==> src/rtl/codec_ctl_regs.sv <==
module codec_ctl_regs #(
  parameter int ADDR_W = 6,
  parameter int DATA_W = 32,
  parameter int IDX_W  = 5,
  parameter int REG_W  = 8
) (
  input  logic              clk,
  input  logic              rst_n,
  input  logic              req_valid,
  input  logic              req_write,
  input  logic [ADDR_W-1:0] req_addr,
  input  logic [DATA_W-1:0] req_wdata,
  output logic [DATA_W-1:0] rsp_rdata,
  output logic              irq
);
  localparam int WORD_W  = ADDR_W - 2;
  localparam int NUM_DIR = 2 ** WORD_W;
  localparam int NUM_IND = 2 ** IDX_W;

  localparam logic [WORD_W-1:0] W_INDEX = WORD_W'(0);
  localparam logic [WORD_W-1:0] W_DATA  = WORD_W'(1);
  localparam logic [WORD_W-1:0] W_LOCK  = WORD_W'(2);
  localparam logic [WORD_W-1:0] W_CTRL  = WORD_W'(4);

  localparam logic [IDX_W-1:0] I_WONLY = IDX_W'(3);
  localparam logic [IDX_W-1:0] I_RONLY = IDX_W'(11);
  localparam logic [IDX_W-1:0] I_CODEC = IDX_W'(12);
  localparam logic [IDX_W-1:0] I_CHIP  = IDX_W'(25);

  localparam logic [REG_W-1:0]  CODEC_CODE = REG_W'(8'h8A);
  localparam logic [REG_W-1:0]  CHIP_CODE  = REG_W'(8'hA0);
  localparam logic [REG_W-1:0]  CODEC_KEEP = REG_W'(8'h40);
  localparam logic [DATA_W-1:0] CTRL_MASK  = DATA_W'(32'h7F);

  logic [DATA_W-1:0] dreg [NUM_DIR];
  logic [REG_W-1:0]  ireg [NUM_IND];

  wire [WORD_W-1:0] word = req_addr[ADDR_W-1:2];
  wire [IDX_W-1:0]  idx  = dreg[W_INDEX][IDX_W-1:0];
  wire wr       = req_valid && req_write;
  wire rd       = req_valid && !req_write;
  wire soft_rst = wr && (word == W_CTRL) && req_wdata[0];
  wire ind_lock = (idx == I_RONLY) || (idx == I_CHIP);
  wire lane_unused = ^req_addr[1:0];

  function automatic logic [REG_W-1:0] ind_init(int i);
    if (i == int'(I_CODEC)) return CODEC_CODE;
    if (i == int'(I_CHIP))  return CHIP_CODE;
    return '0;
  endfunction

  assign irq = 1'b0;

  always_ff @(posedge clk or negedge rst_n) begin
    if (!rst_n) begin
      for (int i = 0; i < NUM_DIR; i++) dreg[i] <= '0;
      for (int i = 0; i < NUM_IND; i++) ireg[i] <= ind_init(i);
    end else if (soft_rst) begin
      for (int i = 0; i < NUM_DIR; i++) dreg[i] <= '0;
      for (int i = 0; i < NUM_IND; i++) ireg[i] <= ind_init(i);
      dreg[W_CTRL] <= req_wdata & CTRL_MASK;
    end else if (wr) begin
      if (word == W_DATA) begin
        if (idx == I_CODEC)
          ireg[idx] <= (req_wdata[REG_W-1:0] & CODEC_KEEP) | CODEC_CODE;
        else if (!ind_lock)
          ireg[idx] <= req_wdata[REG_W-1:0];
      end else if (word == W_CTRL) begin
        dreg[W_CTRL] <= req_wdata & CTRL_MASK;
      end else if (word != W_LOCK) begin
        dreg[word] <= req_wdata;
      end
    end
  end

  always_ff @(posedge clk or negedge rst_n) begin
    if (!rst_n)
      rsp_rdata <= '0;
    else if (rd) begin
      if (word == W_DATA)
        rsp_rdata <= (idx == I_WONLY) ? '0 : DATA_W'(ireg[idx]);
      else
        rsp_rdata <= dreg[word];
    end
  end

  assert_read_hold_R3: assert property (@(posedge clk) disable iff (!rst_n)
    !rd |=> $stable(rsp_rdata));

  assert_wonly_zero_R6: assert property (@(posedge clk) disable iff (!rst_n)
    rd && word == W_DATA && idx == I_WONLY |=> rsp_rdata == '0);

  assert_ronly_kept_R7: assert property (@(posedge clk) disable iff (!rst_n)
    wr && word == W_DATA && idx == I_RONLY |=> ireg[I_RONLY] == $past(ireg[I_RONLY]));

  assert_chip_code_R7: assert property (@(posedge clk) disable iff (!rst_n)
    ireg[I_CHIP] == CHIP_CODE);

  assert_codec_bits_R8: assert property (@(posedge clk) disable iff (!rst_n)
    (ireg[I_CODEC] & ~CODEC_KEEP) == CODEC_CODE);

  assert_lock_word_R9: assert property (@(posedge clk) disable iff (!rst_n)
    rd && word == W_LOCK |=> rsp_rdata == '0);

  assert_soft_reset_R10: assert property (@(posedge clk) disable iff (!rst_n)
    soft_rst |=> dreg[W_CTRL] == ($past(req_wdata) & CTRL_MASK) && dreg[W_INDEX] == '0);
endmodule

==> config.mk <==
export PLATFORM = sky130hd
export DESIGN_NAME = codec_ctl_regs
export DESIGN_NICKNAME = d
export VERILOG_FILES = /design/src/rtl/codec_ctl_regs.sv
export SDC_FILE = /design/constraint.sdc
export NUM_CORES = 1
export LEC_CHECK = 0
export BUFFER_PORTS_ARGS = -buffer_cell sky130_fd_sc_hd__buf_2
export CORE_ASPECT_RATIO = 0.7
export CORE_MARGIN = 2
export CORE_UTILIZATION = 62
export CTS_CLUSTER_DIAMETER = 60
export CTS_CLUSTER_SIZE = 28
export DETAILED_ROUTE_END_ITERATION = 6
export PLACE_DENSITY = 0.76
export SYNTH_ARGS = -nofsm -noshare
export SYNTH_HDL_FRONTEND = slang
export SYNTH_SLANG_ARGS = --single-unit
==> constraint.sdc <==
create_clock -name clk -period 2.9 [get_ports clk]
set_clock_uncertainty 0.2 [all_clocks]
set_input_delay 0.145 -clock clk [delete_from_list [all_inputs] [get_ports clk]]
set_output_delay 0.145 -clock clk [all_outputs]
set_load 0.05 [all_outputs]
==> parameters.txt, run 1 <==
Parameter                              Value

Clock network
  H-tree Lvls    2
  Number of sinks on the clock net    800
  Maximum root-to-sink buffer count    3
  Clock-pin slew of the registers on the worst-case setup and hold paths    110 ps
  CTS tree    done
  Clock insertion delay at the later pin of the skew report    620 ps
  CTS Root Buffer Type    sky130_fd_sc_hd__clkbuf_16
  TritonCTS Buffers    40

Routing
  Number of detailed-route iterations in the first pass    6
  DRC    0
  Iteration-0 DRC Markers    3495
  Count of vias placed by the detailed router    26900
  Wire per inst    29.3 microns
  Routed Wire Length    112000 microns
  Post-route ant nets    0
  Number of vias per cell after detailed routing    7.05

Synth
  Synth async-reset ratio    100%
  Post-Synthesis Cell Area    35700 sq um
  Synth unique cells    66
  Per-instance average area after synthesis    12.0 sq um
  Biggest area contributors in the synthesized netlist    sky130_fd_sc_hd__dfrtp_1 56%, sky130_fd_sc_hd__mux4_2 7.6%, sky130_fd_sc_hd__a22o_1 6.4%
  Count of flip-flops with a built-in enable after synthesis    0
  Net count of the mapped netlist    3012
  Cell taking the most area after synthesis    sky130_fd_sc_hd__dfrtp_1
  YS warnings    0
  Sequential fraction of the synthesis area    56.1%
  Share of Yosys cell area claimed by the top area cell type    55.7%
  Flops & latches, synth    800
  Top FF cell, synth    sky130_fd_sc_hd__dfrtp_1
  Synthesized instance count    2970

Power
  Reported net switching power    7.06 mW
  Share of total power consumed by net switching    29.1%
  Cell internal power dissipation    17.2 mW
  Register share of total power    53.6%
  Clk network pwr share    29.0%
  Power density cells    617 nW/um^2
  Relative contribution of combinational cells to total power    17.5%
  Total chip power    24.3 mW
  Leakage power figure    17.7 nW
  Worst VDD drop    0.454 mV

Floorplanning
  Die Width    291 microns
  Floorplan die area    59600 sq um
  Number of placement rows    73
  Effective utilization at floorplan    62.8%
  Overall die height    205 microns
  Core Box Area    56900 sq um
  Boundary Pins    75

Place
  DPL Wire Length    70300 microns
  Setup Slack @ Placement    198 ps
  Port Buf Inserts    71
  Final Wtd Congestion    0.991
  Instance area at placement    37500 sq um

Final layout
  Number of fillers in the final layout    4069
  Fraction of final layout cells with drive strength greater than 1    16.4%
  Area growth from synthesis to final layout    10.2%
  Post-layout nets    3076
  Non-Filler Cell Area, Final    39400 sq um

STA
  Number of hold violations in the final report    0
  Final period demand of the worst path    2820 ps
  Final Hold Slack    79.0 ps
  Final critical-path share of the clock period    97.4%
  Max Fclk    354 MHz
  Total negative slack for setup checks    0 ps
  Slew at the pin closest to its max-slew limit    1280 ps
  Max Transition Viols Final    0
  RSZ-0062 raised after global routing    false
  Final number of setup-violating endpoints    0
  Worst rel slew slack    14.6%
  Least setup slack across all paths after layout    75.1 ps

Critical path
  Category of the most critical setup path    reg2reg
  Critical Path End Type    register
  Internal reg-to-reg setup slack    80 ps
  Worst reg2reg path startpoint    dreg[481]
  Buf+Inv Stages, Crit Path    2
  Largest fanout of any net on the critical path    20
  Crit path arrival time    3120 ps
  Ordered cell list for the critical path    buf_12 -> or3b_2 -> a21oi_1 -> o21ai_1 -> nand3_1 -> buf_4 -> a2bb2o_1
  Number of cells on the worst reg-to-reg path    7
  Kind of cell adding the most delay to the critical path    simple AND/OR/NAND/NOR gates
  CP max stage cell    sky130_fd_sc_hd__dfrtp_4
  Startpoint type of the worst setup path    register
  Required time at the endpoint of the critical path    3190 ps
  Worst flop-to-flop path endpoint    ireg[88]
  Biggest cell delay along the critical path    590 ps

Global route
  Initial antenna violation count    4
  Maximum number of pins on one net before global-route repair    117
  Total Routing Usage GR    38.0%
  Number of global-route vias before repair    26900
  GR Overflow Total    0
  Wire length of the first global-routing pass    170000 microns

Status
  Outcome    complete, no violations

Worst hold path
  Classification of the worst-slack hold path    in2async

Job
  Max-cap violations    0
[tightest hold or removal path, cell delays in order]
cell	delay, ps
sky130_fd_sc_hd__dlygate4sd3_1	560
sky130_fd_sc_hd__buf_8	280
sky130_fd_sc_hd__buf_12	240
[registers in the layout, indices dropped and copies added, names as in the netlist]
signal,cells
ireg,256
dreg,512
rsp_rdata,32
[layout make-up]
cell class | count | area [sq um] | share of cell area, %
clock buffer | 48 | 1090 | 2.77
clock inverter | 22 | 298 | 0.756
multi-input combinational | 1910 | 14500 | 36.9
inverter | 4 | 15.0 | 0.0381
sequential | 800 | 20000 | 50.9
tap | 750 | 938 | 2.38
antenna | 3 | 7.51 | 0.0191
timing repair buffer | 278 | 2480 | 6.30
[kinds of logic (layout without fill, tap and decap cells)]
| kind of cell | count (synthesis) | after routing | share of synthesized area, % |
|---|---|---|---|
| compound gates | 794 | 794 | 15.6 |
| flops | 800 | 800 | 56.1 |
| simple gates | 758 | 758 | 10.6 |
| other cells | 1 | 4 | 0.0105 |
| mux | 355 | 355 | 14.2 |
| xor+xnor | 2 | 2 | 0.0490 |
| buf+inv | 260 | 352 | 3.50 |
[stage by stage]
step / utilization, % / std cells
floorplan: - / 2970
global placement: 66.0 / 3700
detailed placement: 66.0 / 3700
CTS: 69.1 / 3810
global route: 69.2 / 3813
finish: 69.2 / 3815
[how the worst max path moves through the flow]
stage / to / cells past startpoint / start / slack [ps]
final: ireg[88] / 7 / dreg[481] / 80
after CTS: dreg[202] / 9 / req_write / 50
after global placement: ireg[120] / 7 / dreg[481] / 210
after detailed placement: ireg[120] / 7 / dreg[481] / 200
after global routing: ireg[88] / 7 / dreg[481] / 4
after floorplan: ireg[120] / 8 / dreg[480] / 740
[power groups by stage]
stage	Sequential [mW]	Clock [mW]	Combinational, mW
floorplan	13.2	0	2.51
CTS	13.0	7.09	4.17
detailed placement	13.2	0	4.09
global route	13.1	7.47	4.51
finish	13.0	7.03	4.24
global placement	13.1	0	3.97
[metal layers]
| layer | wire, microns | GRT usage, % |
|---|---|---|
| met2 | 46700 | 52.6 |
| met5 | 0 | 0 |
| met1 | 46300 | 57.4 |
| met4 | 2650 | 9.40 |
| met3 | 16200 | 13.6 |
[layout by cell type, fill, tap and decap left out, types with 8 or more instances in the layout]
master and count:
sky130_fd_sc_hd__a211oi_1 33, sky130_fd_sc_hd__a21oi_1 57, sky130_fd_sc_hd__a22o_1 262, sky130_fd_sc_hd__a2bb2o_1 8, sky130_fd_sc_hd__a31oi_1 8, sky130_fd_sc_hd__a32o_1 30
sky130_fd_sc_hd__and2_1 59, sky130_fd_sc_hd__buf_12 32, sky130_fd_sc_hd__buf_2 67, sky130_fd_sc_hd__buf_4 134, sky130_fd_sc_hd__clkbuf_16 42, sky130_fd_sc_hd__dfrtp_1 794
sky130_fd_sc_hd__dlygate4sd3_1 38, sky130_fd_sc_hd__mux2_2 8, sky130_fd_sc_hd__mux2i_1 227, sky130_fd_sc_hd__mux4_2 120, sky130_fd_sc_hd__nand2_1 350, sky130_fd_sc_hd__nand3_1 28
sky130_fd_sc_hd__nor2_1 106, sky130_fd_sc_hd__nor2_2 18, sky130_fd_sc_hd__nor2_4 8, sky130_fd_sc_hd__nor2b_1 91, sky130_fd_sc_hd__nor3_2 9, sky130_fd_sc_hd__nor4_1 8
sky130_fd_sc_hd__o21ai_0 254, sky130_fd_sc_hd__o21ai_1 9, sky130_fd_sc_hd__o221ai_1 24, sky130_fd_sc_hd__o22ai_1 72, sky130_fd_sc_hd__o2bb2ai_1 28, sky130_fd_sc_hd__or4_1 17
[cells in the mapped netlist, types with 17 or more instances]
cell type                   instances
sky130_fd_sc_hd__o21ai_0          254
sky130_fd_sc_hd__clkbuf_1         118
sky130_fd_sc_hd__buf_4             19
sky130_fd_sc_hd__mux2i_1          227
sky130_fd_sc_hd__dfrtp_1          795
sky130_fd_sc_hd__a32o_1            30
sky130_fd_sc_hd__nor2b_1           91
sky130_fd_sc_hd__nand2_1          350
sky130_fd_sc_hd__and2_1            59
sky130_fd_sc_hd__a22o_1           262
sky130_fd_sc_hd__buf_2             98
sky130_fd_sc_hd__o22ai_1           72
sky130_fd_sc_hd__nor2_1           116
sky130_fd_sc_hd__o2bb2ai_1         28
sky130_fd_sc_hd__o221ai_1          24
sky130_fd_sc_hd__nand3_1           28
sky130_fd_sc_hd__a211oi_1          33
sky130_fd_sc_hd__or4_1             17
sky130_fd_sc_hd__mux4_2           120
sky130_fd_sc_hd__a21oi_1           57
[what timing repair did]
| action | 4_1_cts | 5_1_grt |
|---|---|---|
| setup buffers | 0 | 1 |
| endpoints found under the setup margin | 0 | 152 |
| hold buffers | 40 | 0 |
| endpoints found under the hold margin | 1098 | 0 |
| gates resized for setup | 0 | 2 |
Power figures use the tool's default switching activity.
==> run 2, diff against run 1 <==
- ABC_AREA: unset -> 1
==> run 2 against run 1 <==
  * The run now ends with DRC left
  * Routed wire length up 0.91%
  * Via count up 20%
  * Register-to-register slack better by 170 ps
  * First-iteration DRC count up 23%
  * Non-clock buffer count down 12
  * Critical path depth up 2
  * Combinational power up 17%
  * Area after synthesis up 0.86%
  * Cell area about the same
  * Cell count up 34%
  * Synthesized cell count up 47%
  * Utilization down 0.22 points
  * Critical endpoint is now dreg[272]
==> parameters.txt, run 2 <==
Parameter                              Value

Power
  Cell internal power dissipation    17.3 mW
  Power density cells    645 nW/um^2
  Leakage power figure    20.2 nW
  Reported net switching power    8.07 mW
  Share of total power consumed by net switching    31.8%
  Register share of total power    53.1%
  Clk network pwr share    27.3%
  Worst VDD drop    0.554 mV
  Relative contribution of combinational cells to total power    19.6%

STA
  Least setup slack across all paths after layout    179 ps
  Number of hold violations in the final report    0
  Slew at the pin closest to its max-slew limit    834 ps
  Final critical-path share of the clock period    93.8%
  Max Fclk    367 MHz
  RSZ-0062 raised after global routing    false
  Max Transition Viols Final    0
  Final period demand of the worst path    2720 ps
  Worst rel slew slack    44.3%
  Total negative slack for setup checks    0 ps
  Final number of setup-violating endpoints    0

Synth
  Sequential fraction of the synthesis area    55.6%
  Synth async-reset ratio    100%
  Synthesized instance count    4352
  Net count of the mapped netlist    4394
  Count of flip-flops with a built-in enable after synthesis    0
  Biggest area contributors in the synthesized netlist    sky130_fd_sc_hd__dfrtp_1 55%, sky130_fd_sc_hd__nand2_1 14%, sky130_fd_sc_hd__nand3_1 7.2%
  Most frequent cell after synthesis    sky130_fd_sc_hd__nand2_1
  Top FF cell, synth    sky130_fd_sc_hd__dfrtp_1
  Cell taking the most area after synthesis    sky130_fd_sc_hd__dfrtp_1
  Leading cell types by count after synthesis    1339 x sky130_fd_sc_hd__nand2_1, 795 x sky130_fd_sc_hd__dfrtp_1, 516 x sky130_fd_sc_hd__nand3_1
  Flops & latches, synth    800
  YS warnings    0
  Synth unique cells    28
  Share of Yosys cell area claimed by the top area cell type    55.2%
  Post-Synthesis Cell Area    36000 sq um
  Per-instance average area after synthesis    8.28 sq um

Final layout
  Most common cell after layout, fill and taps aside    sky130_fd_sc_hd__nand2_1
  Flip-flop count of the largest register after layout    512
  Area growth from synthesis to final layout    9.28%
  Post-layout nets    4397
  Post-Route Utilization    69.0%
  Fraction of final layout cells with drive strength greater than 1    7.95%
  Non-Filler Cell Area, Final    39400 sq um
  Most frequent cells in the layout    1338 x sky130_fd_sc_hd__nand2_1, 795 x sky130_fd_sc_hd__dfrtp_1, 515 x sky130_fd_sc_hd__nand3_1, 303 x sky130_fd_sc_hd__o21ai_0, 268 x sky130_fd_sc_hd__inv_1
  Count of inserted antenna diode cells    0
  Registers with the highest flip-flop counts    dreg: 512 flops, ireg: 256 flops, rsp_rdata: 32 flops
  Register containing the most flip-flops in the final layout    dreg

Global route
  Initial antenna violation count    1
  GR Overflow Total    0
  Wire length of the first global-routing pass    176000 microns
  Total Routing Usage GR    38.0%
  Number of global-route vias before repair    30500
  Maximum number of pins on one net before global-route repair    111

Critical path
  Largest fanout of any net on the critical path    92
  Critical Path End Type    register
  CP max stage cell    sky130_fd_sc_hd__dlygate4sd3_1
  Startpoint type of the worst setup path    primary input
  Kind of cell adding the most delay to the critical path    buffers and inverters
  Required time at the endpoint of the critical path    3220 ps
  Ordered cell list for the critical path    dlygate4sd3_1 -> buf_2 -> nand2_1 -> inv_1 -> nand3_4 -> buf_12 -> buf_12 -> nand3_1 -> o21ai_0
  Biggest cell delay along the critical path    540 ps
  Crit path arrival time    3040 ps
  Buf+Inv Stages, Crit Path    5
  Critical Path Most Common Cell    sky130_fd_sc_hd__buf_12
  Category of the most critical setup path    in2reg

Worst hold path
  Classification of the worst-slack hold path    in2reg

Routing
  Met3 routed WL    15900 microns
  Wire per inst    22.0 microns
  Routed Wire Length    113000 microns
  Number of detailed-route iterations in the first pass    7
  Detailed-routed wire length on met2    45900 microns
  Uppermost routed layer    met4
  Iteration-0 DRC Markers    4290
  Number of vias per cell after detailed routing    6.27
  Routed length on met1    47600 microns
  Count of vias placed by the detailed router    32200
  Post-route ant nets    0
  DRC    2

Clock network
  Number of sinks on the clock net    800
  Clock insertion delay at the later pin of the skew report    630 ps
  TritonCTS Buffers    40
  Clock-pin slew of the registers on the worst-case setup and hold paths    110 ps
  CTS Root Buffer Type    sky130_fd_sc_hd__clkbuf_16
  H-tree Lvls    2
  Maximum root-to-sink buffer count    3
  CTS tree    done

Floorplanning
  Die Width    292 microns
  Overall die height    206 microns
  Effective utilization at floorplan    63.1%
  Boundary Pins    75
  Core Box Area    57100 sq um
  Floorplan die area    60100 sq um
  Number of placement rows    73

Place
  DPL Wire Length    70300 microns
  Final Wtd Congestion    0.907
  Instance area at placement    37700 sq um
  Port Buf Inserts    71
  Setup Slack @ Placement    34.5 ps

Status
  Outcome    finished with violations
  Violated checks    DRC

Job
  Max-cap violations    0
-- run 2: changes by cell type after synthesis, sizes merged, moves of 107 or more --
cell and delta:
inv +276, mux2i -227, a22oi +217, nand3 +488, a22o -262, nor2 +107, o21ai +198, mux4 -120
nand2 +994
-- run 2: what timing repair did --
action | 4_1_cts | 5_1_grt
gates resized for setup | 0 | 2
endpoints found under the setup margin | 0 | 57
hold buffers | 33 | 0
hold endpoints to repair | 951 | 0
buffers inserted | 0 | 0
-- run 2: final timing paths --
kind                                from        end  slack, ps  cells after the start
min                        req_wdata[21]  dreg[405]         40                      3
max reg2reg                    dreg[484]   ireg[61]        250                      8
min in group asynchronous          rst_n  dreg[497]         50                      3
min reg2reg                      ireg[3]    ireg[3]        280                      2
max in group asynchronous          rst_n   ireg[91]       1860                      3
max                            req_write  dreg[272]        180                      9
-- run 2: tightest hold or removal path: cells and delay by family --
family,cells,cell delay (ps)
AOI/OAI and AO/OA,1,100
buffers and inverters,1,100
and+or+nand+nor,1,490
-- run 2: logic make-up (layout without fill, tap and decap cells) --
logic type,after synthesis,in the layout,share of synthesized area (%)
compound gates,828,828,13.5
buf+inv,588,616,6.53
flops,800,800,55.6
other cells,1,1,0.0104
simple gates,2135,2135,24.4
-- run 2: metal layers --
metal / track usage, % / up-vias
li1: - / 14400
met1: 57.0 / 15500
met2: 52.6 / 1997
met3: 12.0 / 243
met4: 11.9 / 0
met5: 0 / -
-- run 2: power by group through the flow --
stage | clock network, mW | logic [mW] | registers (mW)
floorplan | 0 | 2.91 | 13.7
global placement | 0 | 4.67 | 13.6
detailed placement | 0 | 4.80 | 13.7
CTS | 6.95 | 4.86 | 13.5
global route | 7.33 | 5.48 | 13.7
finish | 6.93 | 4.98 | 13.5
-- run 2: area by class of cell --
cell class	count	area, sq um
Inverter	283	1070
Tap cell	750	938
Timing Repair Buffer	266	2280
Fill cell	4601	17700
Sequential cell	800	20000
Multi-Input combinational cell	2964	13700
Clock inverter	20	256
Clock buffer	47	1080
-- run 2: per-stage QoR --
| step | hold slack [ps] | instances | power [mW] |
|---|---|---|---|
| 4_1_cts | 9.31 | 5130 | 25.3 |
| 3_5_place_dp | -63.1 | 5030 | 18.5 |
| 6_report | 42.2 | 5130 | 25.4 |
| 5_1_grt | 50.4 | 5130 | 26.5 |
| 3_3_place_gp | -65.2 | 5030 | 18.3 |
| 2_1_floorplan | -351 | 4352 | 16.7 |
